===== config.mk =====
export PLATFORM = sky130hd
export DESIGN_NAME = proc_status_reg
export DESIGN_NICKNAME = d
export VERILOG_FILES = /design/src/rtl/stflag_pkg.sv /design/src/rtl/stflag_ien_ctrl.sv /design/src/rtl/stflag_tbit.sv /design/src/rtl/stflag_arith.sv /design/src/rtl/proc_status_reg.sv
export SDC_FILE = /design/constraint.sdc
export NUM_CORES = 1
export LEC_CHECK = 0
export CORE_MARGIN = 3
export CORE_UTILIZATION = 25
export DETAILED_ROUTE_END_ITERATION = 12
export PLACE_DENSITY = 0.78
export SLEW_MARGIN = 20
export SYNTH_ARGS = -nofsm -noshare
export SYNTH_HDL_FRONTEND = slang
export SYNTH_HIERARCHICAL = 1
export SYNTH_SLANG_ARGS = --single-unit

===== constraint.sdc =====
create_clock -name clk -period 1.1 [get_ports clk]
set_input_delay 0.165 -clock clk [delete_from_list [all_inputs] [get_ports clk]]
set_output_delay 0.165 -clock clk [all_outputs]
set_load 0.02 [all_outputs]

===== src/rtl/stflag_pkg.sv =====
package stflag_pkg;
  localparam int FLAG_W = 8;
  localparam int IDX_W  = $clog2(FLAG_W);
  // flag positions inside the status byte
  localparam int B_C  = 0;
  localparam int B_Z  = 1;
  localparam int B_N  = 2;
  localparam int B_V  = 3;
  localparam int B_S  = 4;
  localparam int B_H  = 5;
  localparam int B_T  = 6;
  localparam int B_IE = 7;
  localparam int AR_W = 5; // arithmetic group {H,V,N,Z,C}

  function automatic logic sign_of(input logic n, input logic v);
    return n ^ v;
  endfunction

  function automatic logic pick_bit(input logic [FLAG_W-1:0] b,
                                    input logic [IDX_W-1:0] idx);
    return b[idx];
  endfunction

  function automatic logic [AR_W-1:0] arith_of(input logic [FLAG_W-1:0] b);
    return {b[B_H], b[B_V], b[B_N], b[B_Z], b[B_C]};
  endfunction

  function automatic logic [AR_W-1:0] merge(input logic [AR_W-1:0] old_v,
                                            input logic [AR_W-1:0] new_v,
                                            input logic [AR_W-1:0] mask);
    return (old_v & ~mask) | (new_v & mask);
  endfunction
endpackage


===== src/rtl/stflag_ien_ctrl.sv =====
module stflag_ien_ctrl (
  input  logic clk,
  input  logic rst_n,
  input  logic ack_i,
  input  logic ret_i,
  input  logic clr_i,
  input  logic set_i,
  input  logic sw_wr_i,
  input  logic sw_val_i,
  output logic ien_q
);
  logic ev_force_clr;
  logic ev_force_set;
  logic ien_d;

  assign ev_force_clr = ack_i | (!ret_i & clr_i);
  assign ev_force_set = !ack_i & (ret_i | (!clr_i & set_i));

  always_comb begin
    if (ev_force_clr)      ien_d = 1'b0;
    else if (ev_force_set) ien_d = 1'b1;
    else if (sw_wr_i)      ien_d = sw_val_i;
    else                   ien_d = ien_q;
  end

  always_ff @(posedge clk or negedge rst_n)
    if (!rst_n) ien_q <= 1'b0;
    else        ien_q <= ien_d;

  a_r4_ack_clears: assert property (@(posedge clk) disable iff (!rst_n)
    ack_i |=> !ien_q);
  a_r5_ret_sets: assert property (@(posedge clk) disable iff (!rst_n)
    (ret_i && !ack_i) |=> ien_q);
  a_r6_clr_wins: assert property (@(posedge clk) disable iff (!rst_n)
    (clr_i && !ack_i && !ret_i) |=> !ien_q);
  a_r6_set_only: assert property (@(posedge clk) disable iff (!rst_n)
    (set_i && !clr_i && !ack_i && !ret_i) |=> ien_q);
endmodule


===== src/rtl/stflag_tbit.sv =====
module stflag_tbit
  import stflag_pkg::*;
(
  input  logic              clk,
  input  logic              rst_n,
  input  logic              bst_en_i,
  input  logic [FLAG_W-1:0] operand_i,
  input  logic [IDX_W-1:0]  index_i,
  input  logic              sw_wr_i,
  input  logic              sw_val_i,
  output logic              t_q
);
  logic ev_store;
  logic t_d;

  assign ev_store = bst_en_i;

  always_comb begin
    if (ev_store)     t_d = pick_bit(operand_i, index_i);
    else if (sw_wr_i) t_d = sw_val_i;
    else              t_d = t_q;
  end

  always_ff @(posedge clk or negedge rst_n)
    if (!rst_n) t_q <= 1'b0;
    else        t_q <= t_d;

  a_r8_store_copies: assert property (@(posedge clk) disable iff (!rst_n)
    bst_en_i |=> t_q == $past(operand_i[index_i]));
  a_r7_sw_loads_t: assert property (@(posedge clk) disable iff (!rst_n)
    (sw_wr_i && !bst_en_i) |=> t_q == $past(sw_val_i));
  a_r8_t_holds: assert property (@(posedge clk) disable iff (!rst_n)
    (!sw_wr_i && !bst_en_i) |=> $stable(t_q));
endmodule


===== src/rtl/stflag_arith.sv =====
module stflag_arith
  import stflag_pkg::*;
(
  input  logic            clk,
  input  logic            rst_n,
  input  logic [AR_W-1:0] alu_val_i,
  input  logic [AR_W-1:0] alu_mask_i,
  input  logic            sw_wr_i,
  input  logic [AR_W-1:0] sw_val_i,
  output logic [AR_W-1:0] ar_q,   // {H,V,N,Z,C}
  output logic            s_q
);
  logic [AR_W-1:0] ar_d;

  always_comb begin
    if (sw_wr_i) ar_d = sw_val_i;
    else         ar_d = merge(ar_q, alu_val_i, alu_mask_i);
  end

  always_ff @(posedge clk or negedge rst_n)
    if (!rst_n) begin
      ar_q <= '0;
      s_q  <= 1'b0;
    end else begin
      ar_q <= ar_d;
      s_q  <= sign_of(ar_d[2], ar_d[3]);
    end

  a_r2_unmasked_hold: assert property (@(posedge clk) disable iff (!rst_n)
    !sw_wr_i |=> ((ar_q ^ $past(ar_q)) & ~$past(alu_mask_i)) == '0);
  a_r2_masked_load: assert property (@(posedge clk) disable iff (!rst_n)
    !sw_wr_i |=> (ar_q & $past(alu_mask_i)) == ($past(alu_val_i) & $past(alu_mask_i)));
  a_r7_sw_over_alu: assert property (@(posedge clk) disable iff (!rst_n)
    sw_wr_i |=> ar_q == $past(sw_val_i));
endmodule


===== src/rtl/proc_status_reg.sv =====
module proc_status_reg
  import stflag_pkg::*;
#(
  parameter int NIRQ = 4
) (
  input  logic              clk,
  input  logic              rst_n,
  input  logic [FLAG_W-1:0] alu_flags_i,
  input  logic [FLAG_W-1:0] alu_mask_i,
  input  logic              int_ack_i,
  input  logic              int_ret_i,
  input  logic              ien_clr_i,
  input  logic              ien_set_i,
  input  logic              bst_en_i,
  input  logic [FLAG_W-1:0] bst_operand_i,
  input  logic [IDX_W-1:0]  bst_index_i,
  input  logic              sw_wr_i,
  input  logic [FLAG_W-1:0] sw_data_i,
  input  logic [NIRQ-1:0]   irq_req_i,
  input  logic [NIRQ-1:0]   irq_en_i,
  output logic [FLAG_W-1:0] status_o,
  output logic              bld_bit_o,
  output logic              irq_permit_o
);
  logic            ien_q;
  logic            t_q;
  logic [AR_W-1:0] ar_q;
  logic            s_q;
  logic            ev_any_enabled;
  logic [6:0]      unused_bits;

  assign unused_bits = {alu_flags_i[B_IE], alu_flags_i[B_T], alu_flags_i[B_S],
                        alu_mask_i[B_IE], alu_mask_i[B_T], alu_mask_i[B_S],
                        sw_data_i[B_S]};

  stflag_ien_ctrl u_ien (
    .clk(clk), .rst_n(rst_n),
    .ack_i(int_ack_i), .ret_i(int_ret_i),
    .clr_i(ien_clr_i), .set_i(ien_set_i),
    .sw_wr_i(sw_wr_i), .sw_val_i(sw_data_i[B_IE]),
    .ien_q(ien_q)
  );

  stflag_tbit u_tbit (
    .clk(clk), .rst_n(rst_n),
    .bst_en_i(bst_en_i), .operand_i(bst_operand_i), .index_i(bst_index_i),
    .sw_wr_i(sw_wr_i), .sw_val_i(sw_data_i[B_T]),
    .t_q(t_q)
  );

  stflag_arith u_arith (
    .clk(clk), .rst_n(rst_n),
    .alu_val_i(arith_of(alu_flags_i)), .alu_mask_i(arith_of(alu_mask_i)),
    .sw_wr_i(sw_wr_i), .sw_val_i(arith_of(sw_data_i)),
    .ar_q(ar_q), .s_q(s_q)
  );

  assign status_o = {ien_q, t_q, ar_q[4], s_q, ar_q[3:0]};
  assign bld_bit_o = t_q;
  assign ev_any_enabled = |(irq_req_i & irq_en_i);
  assign irq_permit_o = ien_q & ev_any_enabled;

  a_r3_sign_consistent: assert property (@(posedge clk) disable iff (!rst_n)
    status_o[B_S] == (status_o[B_N] ^ status_o[B_V]));
  a_r10_no_permit_when_off: assert property (@(posedge clk) disable iff (!rst_n)
    !status_o[B_IE] |-> !irq_permit_o);
endmodule


* Yosys cells after proc, flatten, opt, wreduce, memory -nomap -nowiden
Index checks and enable logic that the tools add are counted.
Operators by class: add/sub/neg operators 0, multiply operators 0, divide/modulo/power cells 0, order comparisons 1, eq/ne operators 0, shift-type cells 0, mux-type cells 8, bitwise logic cells 12, reductions and logical operators 6
Operators by type and width (number):
- $and 5x5->5 | 2
- $mux 1 | 6
- $mux 5 | 1
- $not 5->5 | 1
- $or 5x5->5 | 1
- $and 1x1->1 | 4
- $and 4x4->4 | 1
- $lt 3x4->1 const B | 1
- $reduce_or 4->1 | 1
- $bmux 1 s3 | 1
- $logic_not 1->1 | 3
- $reduce_bool 3->1 | 1
- $or 1x1->1 | 2
- $reduce_bool 2->1 | 1
- $xor 1x1->1 | 1
Word-level totals: register bits 8, latch bits 0, memory bits (writable) 0, ROM bits 0, output and inout bits 10, word-level logic and storage cells 31, memories 0

* Longest topological paths before layout
Gate-level depths: netlist of run 1.
depth in word-level cells 6, gate-level depth with buffers 4

* Cells and area by module
The synthesis of run 1 kept the hierarchy.
Modules (own cells, without submodules):
- stflag_arith | instances 1, cells an instance 23, area each 271.5 um^2, seq. area each 150.1 um^2
- stflag_tbit | instances 1, cells an instance 10, area each 115.1 um^2, seq. area each 25.0 um^2
- stflag_ien_ctrl | instances 1, cells an instance 5, area each 57.6 um^2, seq. area each 25.0 um^2
- proc_status_reg | instances 1, cells an instance 6, area each 45.0 um^2, seq. area each 0.0 um^2

* Least setup slack after synthesis of run 1
OpenSTA, ideal clock, no wires.
path type input-to-reg, from in bst_index_i[0], to reg u_tbit.t_q, setup time 0.073 ns, arrival 1.009 ns, required time 1.027 ns, path slack 0.018 ns, stages on the path 4, path buffers 1, cells stage by stage clkbuf_2 > mux2i_1 > mux4_2 > a21oi_2
On the way: word-level cells in the longest chain between the ends 3
Ends and longest elaborated chain:
- start: declaration | line proc_status_reg.sv:16 | input logic [IDX_W-1:0] bst_index_i,
- $bmux 1 s3 | line stflag_pkg.sv:21 | return b[idx];
- $mux 1 (not written as such) | line stflag_pkg.sv:21
- $mux 1 | line stflag_tbit.sv:19 | if (ev_store) t_d = pick_bit(operand_i, index_i);
- end signal: assignment | line stflag_tbit.sv:26 | else t_q <= t_d;
- end: declaration | line stflag_tbit.sv:11 | output logic t_q
Every way passes these cells. The select of a mux whose other input is x is not followed. A chain may end at the register's enable or synchronous reset.

* Final worst setup path of run 1
from reg u_ien.ien_q, to out irq_permit_o
On the way: word-level cells in the longest chain between the ends 1
Ends and longest elaborated chain:
- start: declaration | line stflag_ien_ctrl.sv:10 | output logic ien_q
- start signal: assignment | line stflag_ien_ctrl.sv:28 | else ien_q <= ien_d;
- $and 1x1->1 | line proc_status_reg.sv:61 | assign irq_permit_o = ien_q & ev_any_enabled;
- end: declaration | line proc_status_reg.sv:23 | output logic irq_permit_o
Every way passes these cells.

==> results of run 1 <==
-- worst register-to-register path, delay by kind of cell (launching register included) --
| family | cells | cell delay (ns) |
|---|---|---|
| flops | 1 | 0.40 |
| compound gates | 2 | 0.30 |
| simple gates | 1 | 0.14 |
-- repair_timing --
action | CTS | global route
pin swaps | 2 | 3
endpoints found under the hold margin | 0 | 0
setup endpoints to repair | 11 | 8
resized for setup | 30 | 23
-- placed cells by master, fill, tap and decap left out --
cell | synthesis | final
clkdlybuf4s50_1 | 0 | 25
dlymetal6s2s_1 | 0 | 14
mux2i_1 | 10 | 10
dfrtp_1 | 8 | 8
dlygate4sd2_1 | 0 | 5
buf_4 | 3 | 5
nand2_1 | 5 | 5
clkbuf_4 | 0 | 3
clkbuf_2 | 1 | 3
buf_2 | 0 | 2
clkdlybuf4s15_1 | 0 | 2
o21ai_2 | 2 | 2
o21ai_1 | 2 | 2
a22oi_1 | 2 | 1
a22oi_2 | 0 | 1
a21boi_2 | 0 | 1
buf_6 | 1 | 1
xor2_1 | 1 | 1
o21ai_0 | 1 | 1
inv_1 | 1 | 1
nor2_1 | 1 | 1
a221oi_2 | 1 | 1
mux4_2 | 1 | 1
nor2b_1 | 1 | 1
a211oi_1 | 1 | 1
a21oi_2 | 1 | 1
-- where the power goes --
part           total (uW)  leakage, uW  switching [uW]  internal [uW]
combinational         367     0.000482             151            216
clock                 223    0.0000138            98.3            125
sequential            340    0.0000960            14.7            326
total                 930     0.000592             264            666
-- per-stage QoR --
step / power, uW / hold slack (ns) / util (%) / std cells / setup slack, ns
finish: 930 / 0.199 / 60.4 / 124 / -0.0268
global route: 976 / 0.197 / 60.4 / 124 / -0.0491
CTS: 953 / 0.188 / 59.1 / 124 / -0.0947
detailed placement: 745 / 0.468 / 58.5 / 121 / -0.555
global placement: 736 / 0.472 / 58.5 / 121 / -0.519
floorplan: 501 / -0.131 / - / 44 / 0.0180
-- cells by family (layout without fill, tap and decap cells) --
| logic type | count (synthesis) | count (layout) | share of synthesized area [%] |
|---|---|---|---|
| AOI/OAI and AO/OA | 11 | 11 | 17.6 |
| xor gates and xnor gates | 1 | 1 | 1.79 |
| buffers and inverters | 6 | 61 | 8.69 |
| and+or+nand+nor | 7 | 7 | 5.88 |
| DFF | 8 | 8 | 40.9 |
| muxes | 11 | 11 | 25.1 |
-- final cells by class --
type	instances	area (sq um)	area share [%]
flip-flops and latches	8	200	18.6
repair buffers	57	563	52.3
clock buffers	3	22.5	2.09
multi-input cells	30	255	23.7
well taps	25	31.3	2.91
inverters	1	3.75	0.349
-- worst paths after layout --
kind,cells past startpoint,end,slack [ns],start
max in group asynchronous,1,u_arith/ar_q[2],0.62,rst_n
worst max register to register,3,u_tbit/t_q,0.14,u_tbit/t_q
worst min-delay path,1,async pin,0.20,rst_n
worst max-delay path,2,irq_permit_o,-0.03,u_ien/ien_q
worst min register to register,2,flip-flop,0.56,flip-flop
min in group clk,3,u_tbit/t_q,0.35,bst_index_i[1]
-- per-layer routing --
layer | global-route usage (%) | share of wire, % | routed length (microns) | up-vias
met5 | 0 | 0 | 0 | -
met4 | 8.29 | 0 | 0 | 0
met3 | 5.04 | 11 | 201 | 0
met2 | 22.4 | 56 | 1030 | 34
met1 | 13.9 | 33 | 618 | 279
li1 | - | - | - | 268
==> metrics.csv, run 1 <==
metric,value,unit
die height,50.2,microns
initial DRC count,16,
VDD IR max,0.358,mV
Vias per Instance,4.69,
ys async rst share,100,%
Yosys reg bits,8,
GR Overflow Total,0,
largest net degree at the start of global routing,9,
CTS tree,yes,
design area,1080,sq um
status,"finished, violations left",
clock skew,0.000175,ns
DRT antenna net count,0,
"Slowest-stage cell, CP",dfrtp_1,
Die Wd,50.2,microns
Max-slew headroom,74.2,%
Post-synth EDFFs,0,
CP bufs+invs,1,
post-synth top area share,40.9,%
number of global-route vias before repair,565,
drt pass-1 iters,4,
worst path arrival time,0.96,ns
Synth Instances,44,
"Reg clk slew, reported paths",0.05,ns
IO Pins,61,
global-route wire length before repair,2470,microns
Startpoint Class,flip-flop,
antenna cells,0,
critical-path maximum fanout,2,
share of cells above drive strength 1,21.2,%
Rows,15,
GRT Total Usage,13.4,%
Placed Area,1040,sq um
CTS root buffer,clkbuf_4,
Leak,0.000592,uW
Fin. Hold Viols,0,
"top cells by area, synth","dfrtp_1 41%, mux2i_1 20%, buf_4 4.6%",
CP required,0.94,ns
crit path kind,flip-flop to output port,
routability cong.,0.674,
IO buf count,53,
WL/cell,14.9,microns
Yosys cell types,19,
RSZ-0062 raised after global routing,true,
pwr/cell area,865,nW/um^2
fin. max-slew vios,0,
initial antenna violation count,0,
Synth Flop Type,dfrtp_1,
Setup WS post-layout,-0.0268,ns
vias post-DR,581,
worst hold path type,input port to async pin,
maximum clock path buffer count,2,
clk_lat worst skew,0.25,ns
CTS Buf Count,3,
Synth area leader,dfrtp_1,
measured slew at the worst slew-check pin,0.386,ns
H-tree Lvls,1,
Synth top cells by count,"10 x mux2i_1, 8 x dfrtp_1, 5 x nand2_1",
Core Footprint,1780,sq um
Crit. End Element,output port,
Residual DRC,0,
drt total wl,1850,microns
"delay-heaviest family, CP",flip-flops,
synthesized area per cell,11.1,sq um
Yosys warning count,6,
violated checks,negative setup slack,
syn nets,95,
Final nets,152,
CTS hold repair buffers,0,
Final setup viols,1,
final worst path period need,1.13,ns
clock sinks,8,
synthesized cell area,489,sq um
Setup TNS,-0.0268,ns
Starting Density,27.4,%
period utilization,102,%
CP max stage delay,0.39,ns
"Area growth, synth to finish",120,%
setup bufs post-CTS,0,
"count leader, synth",mux2i_1,
Max Cap Viol,0,
register area share after synthesis,40.9,%
full die area,2520,sq um
Max Clk Rate,887,MHz
CP cell instances,"a21boi_2, buf_4",
# fillers,147,
(Power assumes the default switching activity.)
==> run 2, diff against run 1 <==
--- a/config.mk
+++ b/config.mk
@@ -5,10 +5,11 @@
 export SDC_FILE = /design/constraint.sdc
 export NUM_CORES = 1
 export LEC_CHECK = 0
+export ABC_AREA = 1
 export CORE_MARGIN = 3
 export CORE_UTILIZATION = 25
 export DETAILED_ROUTE_END_ITERATION = 12
-export PLACE_DENSITY = 0.78
+export PLACE_DENSITY = 0.72
 export SLEW_MARGIN = 20
 export SYNTH_ARGS = -nofsm -noshare
 export SYNTH_HDL_FRONTEND = slang
==> run 2 against run 1 <==
Effect of this change: flip-flop and latch count unchanged; register-to-register slack gained 0.02 ns; sequential power about the same; combinational power is 4% higher; largest cell class unchanged; first-iteration DRC count is 38% lower; utilization down 4.3 points; cell count grew 45%; die area increased by 18%; hold slack got worse by 0.00066 ns; the run now ends clean; count of clock-buffer cells in the layout is the same; clock skew about the same; critical path type unchanged.
==> metrics.csv, run 2 <==
metric,value,unit,change
status,completed,,"was finished, violations left"
register area share after synthesis,34.0,%,was 40.9%
# fillers,197,,was 147
worst hold path type,input port to async pin,,unchanged
period utilization,97.3,%,was 102%
"count leader, synth",nand2_1,,was mux2i_1
Synth Instances,95,,was 44
Synth top cells by count,"40 x nand2_1, 17 x nand3_1, 13 x inv_1",,"was 10 x mux2i_1, 8 x dfrtp_1, 5 x nand2_1"
Core Footprint,2080,sq um,was 1780 sq um
CP endpoint,status_o[4],,was irq_permit_o
Starting Density,28.2,%,was 27.4%
synthesized area per cell,6.19,sq um,was 11.1 sq um
full die area,2970,sq um,was 2520 sq um
Final Util,56.1,%,was 60.4%
fin. max-slew vios,0,,unchanged
routability cong.,0.720,,was 0.674
Max-slew headroom,75.6,%,was 74.2%
WHS,0.198,ns,was 0.199 ns
Startpoint Class,flip-flop,,unchanged
Yosys reg bits,8,,unchanged
CP max stage delay,0.35,ns,was 0.39 ns
clock skew,0.0000372,ns,was 0.000175 ns
syn nets,146,,was 95
ys async rst share,100,%,unchanged
Max Clk Rate,935,MHz,was 887 MHz
antenna cells,0,,unchanged
crit path kind,flip-flop to output port,,unchanged
Crit. End Element,output port,,unchanged
critical-path maximum fanout,1,,was 2
Post-synth EDFFs,0,,unchanged
pwr/cell area,796,nW/um^2,was 865 nW/um^2
beginning of the critical path,u_arith/s_q,,was u_ien/ien_q
"Area growth, synth to finish",98.5,%,was 120%
"commonest non-fill, non-tap cell in the layout",nand2_1,,was clkdlybuf4s50_1
Worst path depth,1,,was 2
worst path arrival time,0.90,ns,was 0.96 ns
Synth Flop Type,dfrtp_1,,unchanged
initial antenna violation count,0,,unchanged
CTS Buf Count,3,,unchanged
VDD IR max,0.520,mV,was 0.358 mV
share of cells above drive strength 1,15.0,%,was 21.2%
CP required,0.94,ns,about the same
register-to-register setup slack,0.16,ns,was 0.14 ns
Die Wd,54.5,microns,was 50.2 microns
drt pass-1 iters,4,,unchanged
highest routed layer,met3,,unchanged
Met2 Wirelength,978,microns,was 1030 microns
die height,54.5,microns,was 50.2 microns
clock sinks,8,,unchanged
IO Pins,61,,unchanged
drt total wl,1850,microns,about the same
Yosys warning count,6,,unchanged
CP bufs+invs,1,,unchanged
Critical R2R Capture,u_tbit/t_q,,unchanged
"Slowest-stage cell, CP",dfrtp_1,,unchanged
Final setup viols,0,,was 1
Fin. Hold Viols,0,,unchanged
number of global-route vias before repair,672,,was 565
reg2reg path depth,5,,was 3
synthesized cell area,588,sq um,was 489 sq um
Vias per Instance,4.23,,was 4.69
GR Overflow Total,0,,unchanged
WL met1,712,microns,was 618 microns
DRT antenna net count,0,,unchanged
measured slew at the worst slew-check pin,0.366,ns,was 0.386 ns
Max Cap Viol,0,,unchanged
"Reg clk slew, reported paths",0.05,ns,about the same
IO buf count,53,,unchanged
Rows,16,,was 15
final worst path period need,1.07,ns,was 1.13 ns
"delay-heaviest family, CP",flip-flops,,unchanged
global-route wire length before repair,2700,microns,was 2470 microns
CTS tree,yes,,unchanged
Synth area leader,dfrtp_1,,unchanged
DR WL met3,158,microns,was 201 microns
Final nets,206,,was 152
clk_lat worst skew,0.24,ns,was 0.25 ns
dpl hpwl,1610,microns,
largest net degree at the start of global routing,9,,unchanged
CP cell instances,dlygate4sd2_1,,"was a21boi_2, buf_4"
initial DRC count,10,,was 16
Reg-to-Reg Start,u_tbit/t_q,,unchanged
Leak,0.000685,uW,was 0.000592 uW
maximum clock path buffer count,2,,unchanged
most frequent cells in the layout,"40 x nand2_1, 33 x clkdlybuf4s50_1, 17 x nand3_1, 13 x inv_1, 10 x dlymetal6s2s_1",,"was 25 x clkdlybuf4s50_1, 14 x dlymetal6s2s_1, 10 x mux2i_1, 8 x dfrtp_1"
vias post-DR,761,,was 581
WL/cell,10.3,microns,was 14.9 microns
post-synth top area share,34.0,%,was 40.9%
CTS root buffer,clkbuf_4,,unchanged
GRT Total Usage,12.7,%,was 13.4%
Yosys cell types,13,,was 19
Residual DRC,0,,unchanged
"top cells by area, synth","dfrtp_1 34%, nand2_1 26%, nand3_1 14%",,"was dfrtp_1 41%, mux2i_1 20%, buf_4 4.6%"
H-tree Lvls,1,,unchanged
## run 2: cell types whose count changed in the layout (fill, tap and decap cells not counted), sizes merged, moves of 3 or more
cell | previous run | this run
clkbuf | 6 | 9
dlymetal6s2s | 14 | 10
nor2 | 1 | 6
clkdlybuf4s50 | 25 | 33
inv | 1 | 15
dlygate4sd2 | 5 | 1
nand2 | 5 | 41
o21ai | 5 | 0
mux2i | 10 | 0
nand3 | 0 | 17
## run 2: area by class of cell
class | instances | area (sq um) | share of cell area [%]
Clock buffer | 3 | 22.5 | 1.93
Timing Repair Buffer | 59 | 557 | 47.7
Multi-Input combinational cell | 68 | 295 | 25.3
Sequential cell | 8 | 200 | 17.1
Inverter | 15 | 58.8 | 5.04
Tap cell | 27 | 33.8 | 2.89
## run 2: kinds of logic after synthesis
family	Yosys count	synth area share, %
and+or+nand+nor	66	47.0
buffers and inverters	19	15.7
DFF	8	34.0
AOI/OAI and AO/OA	2	3.19
## run 2: worst min-delay path by stage
stage | end | slack (ns) | depth (start not counted)
3_5_place_dp | u_ien/ien_q | 0.47 | 1
5_1_grt | async pin | 0.21 | 1
3_3_place_gp | u_ien/ien_q | 0.46 | 1
2_1_floorplan | async pin | -0.13 | 0
6_report | u_tbit/t_q | 0.20 | 1
4_1_cts | u_tbit/t_q | 0.20 | 1
## run 2: repair_timing
action,4_1_cts,5_1_grt
endpoints found under the setup margin,10,10
gates resized for setup,23,19
buffers inserted,0,0
cloned,0,0
endpoints found under the hold margin,0,0
hold buffers,0,0
pin swaps,0,7
## run 2: routing by layer
metal	vias up	track usage, %
met2	29	25.1
met1	326	12.3
met4	0	0
met3	0	6.54
met5	-	0
li1	406	-
## run 2: where the power goes
part	leakage (uW)	switching, uW	internal [uW]
clock	0.0000138	87.6	124
sequential	0.0000967	14.2	324
combinational	0.000574	163	216
## run 2: per-stage QoR
step                      instance area [sq um]  cells  power, uW  TNS [ns]  worst slack [ns]
after floorplan                             588     95        508         0             0.104
after global placement                     1160    177        757     -1.57            -0.494
after detailed placement                   1160    177        764     -1.75            -0.519
after CTS                                  1180    180        966   -0.0915           -0.0649
after global routing                       1170    180       1000  -0.00188          -0.00188
final                                      1170    180        929         0            0.0300
==> run 3, diff against run 2 <==
--- a/config.mk
+++ b/config.mk
@@ -6,10 +6,12 @@
 export NUM_CORES = 1
 export LEC_CHECK = 0
 export ABC_AREA = 1
+export CORE_ASPECT_RATIO = 1.25
 export CORE_MARGIN = 3
-export CORE_UTILIZATION = 25
+export CORE_UTILIZATION = 28
 export DETAILED_ROUTE_END_ITERATION = 12
-export PLACE_DENSITY = 0.72
+export PLACE_DENSITY = 0.79
+export SKIP_CTS_REPAIR_TIMING = 1
 export SLEW_MARGIN = 20
 export SYNTH_ARGS = -nofsm -noshare
 export SYNTH_HDL_FRONTEND = slang
==> run 3 against run 2 <==
Effect of this change: hold slack worse by 0.0042 ns; critical path depth up 5; the flow now finishes with violations (negative setup slack); total power up 5.2%; count of clock-buffer cells in the layout unchanged; wire length up 0.16%.
==> metrics.csv, run 3 (synthesized netlist as in run 2, its figures left out) <==
metric,value,unit,change
status,"finished, violations left",,was completed
violated checks,negative setup slack,,
Core Footprint,1870,sq um,was 2080 sq um
# fillers,171,,was 197
Final Util,63.6,%,was 56.1%
CTS tree,yes,,unchanged
initial antenna violation count,0,,unchanged
routability cong.,0.736,,was 0.720
pwr/cell area,820,nW/um^2,was 796 nW/um^2
Residual DRC,0,,unchanged
worst path arrival time,1.01,ns,was 0.90 ns
Vias per Instance,4.51,,was 4.23
vias post-DR,772,,was 761
Max Cap Viol,0,,unchanged
fin. max-slew vios,0,,unchanged
GRT Total Usage,14.6,%,was 12.7%
Rows,17,,was 16
die height,57.2,microns,was 54.5 microns
CP cell instances,"clkdlybuf4s50_1, nand2_1, nand2_1, nor2_1, nor2_1, buf_4",,was dlygate4sd2_1
Fin. Hold Viols,0,,unchanged
Leak,0.000688,uW,was 0.000685 uW
Post-Place Worst Slack,-0.521,ns,was -0.519 ns
crit path kind,input port to output port,,was flip-flop to output port
CP required,0.94,ns,about the same
Final setup viols,1,,was 0
H-tree Lvls,1,,unchanged
most frequent cells in the layout,"42 x clkdlybuf4s50_1, 40 x nand2_1, 17 x nand3_1, 13 x inv_1, 10 x dlymetal6s2s_1",,"was 40 x nand2_1, 33 x clkdlybuf4s50_1, 17 x nand3_1, 13 x inv_1, 10 x dlymetal6s2s_1"
Startpoint Class,input port,,was flip-flop
full die area,2690,sq um,was 2970 sq um
largest net degree at the start of global routing,9,,unchanged
drt total wl,1850,microns,about the same
CTS Buf Count,3,,unchanged
IO buf count,53,,unchanged
Starting Density,31.4,%,was 28.2%
"Area growth, synth to finish",103,%,was 98.5%
IO Pins,61,,unchanged
RSZ-0062 raised after global routing,true,,
antenna cells,0,,unchanged
worst hold path type,input port to async pin,,unchanged
number of global-route vias before repair,755,,was 672
share of cells above drive strength 1,9.21,%,was 15.0%
drt pass-1 iters,4,,unchanged
final worst path period need,1.17,ns,was 1.07 ns
CP max stage delay,0.47,ns,was 0.35 ns
Max Clk Rate,851,MHz,was 935 MHz
WL/cell,10.8,microns,was 10.3 microns
clock sinks,8,,unchanged
VDD IR max,0.684,mV,was 0.520 mV
Final nets,205,,was 206
"commonest non-fill, non-tap cell in the layout",clkdlybuf4s50_1,,was nand2_1
Crit. End Element,output port,,unchanged
Setup WS post-layout,-0.0745,ns,was 0.0300 ns
"Slowest-stage cell, CP",clkdlybuf4s50_1,,was dfrtp_1
initial DRC count,18,,was 10
"Reg clk slew, reported paths",0.06,ns,was 0.05 ns
global-route wire length before repair,2930,microns,was 2700 microns
period utilization,107,%,was 97.3%
GR Overflow Total,0,,unchanged
dpl hpwl,1540,microns,was 1610 microns
CP bufs+invs,2,,was 1
measured slew at the worst slew-check pin,0.394,ns,was 0.366 ns
"delay-heaviest family, CP",buffers and inverters,,was flip-flops
CTS root buffer,clkbuf_4,,unchanged
clk_lat worst skew,0.26,ns,was 0.24 ns
critical-path maximum fanout,1,,unchanged
maximum clock path buffer count,2,,unchanged
DRT antenna net count,0,,unchanged
Die Wd,47.0,microns,was 54.5 microns
clock skew,0.0109,ns,was 0.0000372 ns
Max-slew headroom,73.6,%,was 75.6%
## run 3: final cells by class
class / instances / area, sq um / share of cell area (%)
multi-input combinational: 68 / 295 / 24.8
inverter: 15 / 58.8 / 4.94
sequential: 8 / 200 / 16.8
clock buffer: 3 / 22.5 / 1.89
tap: 19 / 23.8 / 2.00
timing repair buffer: 58 / 591 / 49.6
## run 3: metrics by stage
step | std cells | hold slack (ns) | instance area (sq um) | power (uW) | TNS [ns]
floorplan | 95 | -0.131 | 588 | 508 | 0
global placement | 168 | 0.465 | 1150 | 752 | -1.92
detailed placement | 168 | 0.473 | 1150 | 761 | -2.15
CTS | 171 | 0.201 | 1170 | 995 | -3.18
global route | 171 | 0.232 | 1190 | 1040 | -0.133
finish | 171 | 0.194 | 1190 | 977 | -0.0745
## run 3: worst paths after layout
| kind | from | end | slack (ns) | depth (start not counted) |
|---|---|---|---|---|
| max | irq_req_i[1] | irq_permit_o | -0.07 | 6 |
| min | rst_n | u_arith/ar_q[2] | 0.19 | 1 |
| max reg2reg | u_tbit/t_q | u_tbit/t_q | 0.15 | 5 |
| min reg2reg | flip-flop | flip-flop | 0.48 | 2 |
| max in group asynchronous | rst_n | u_ien/ien_q | 0.62 | 1 |
| min in group clk | sw_wr_i | u_arith/ar_q[3] | 0.38 | 4 |
## run 3: per-layer routing
layer	GRT usage [%]	vias to the layer above	share of wire, %
met1	15.0	336	35
li1	-	403	-
met2	27.4	33	55
met3	3.15	0	9.3
met5	0	-	0
met4	4.74	0	0
## run 3: where the power goes
part	internal [uW]	total, uW	switching [uW]
combinational	242	407	164
clock	125	232	106
sequential	323	339	15.7
total	691	977	286
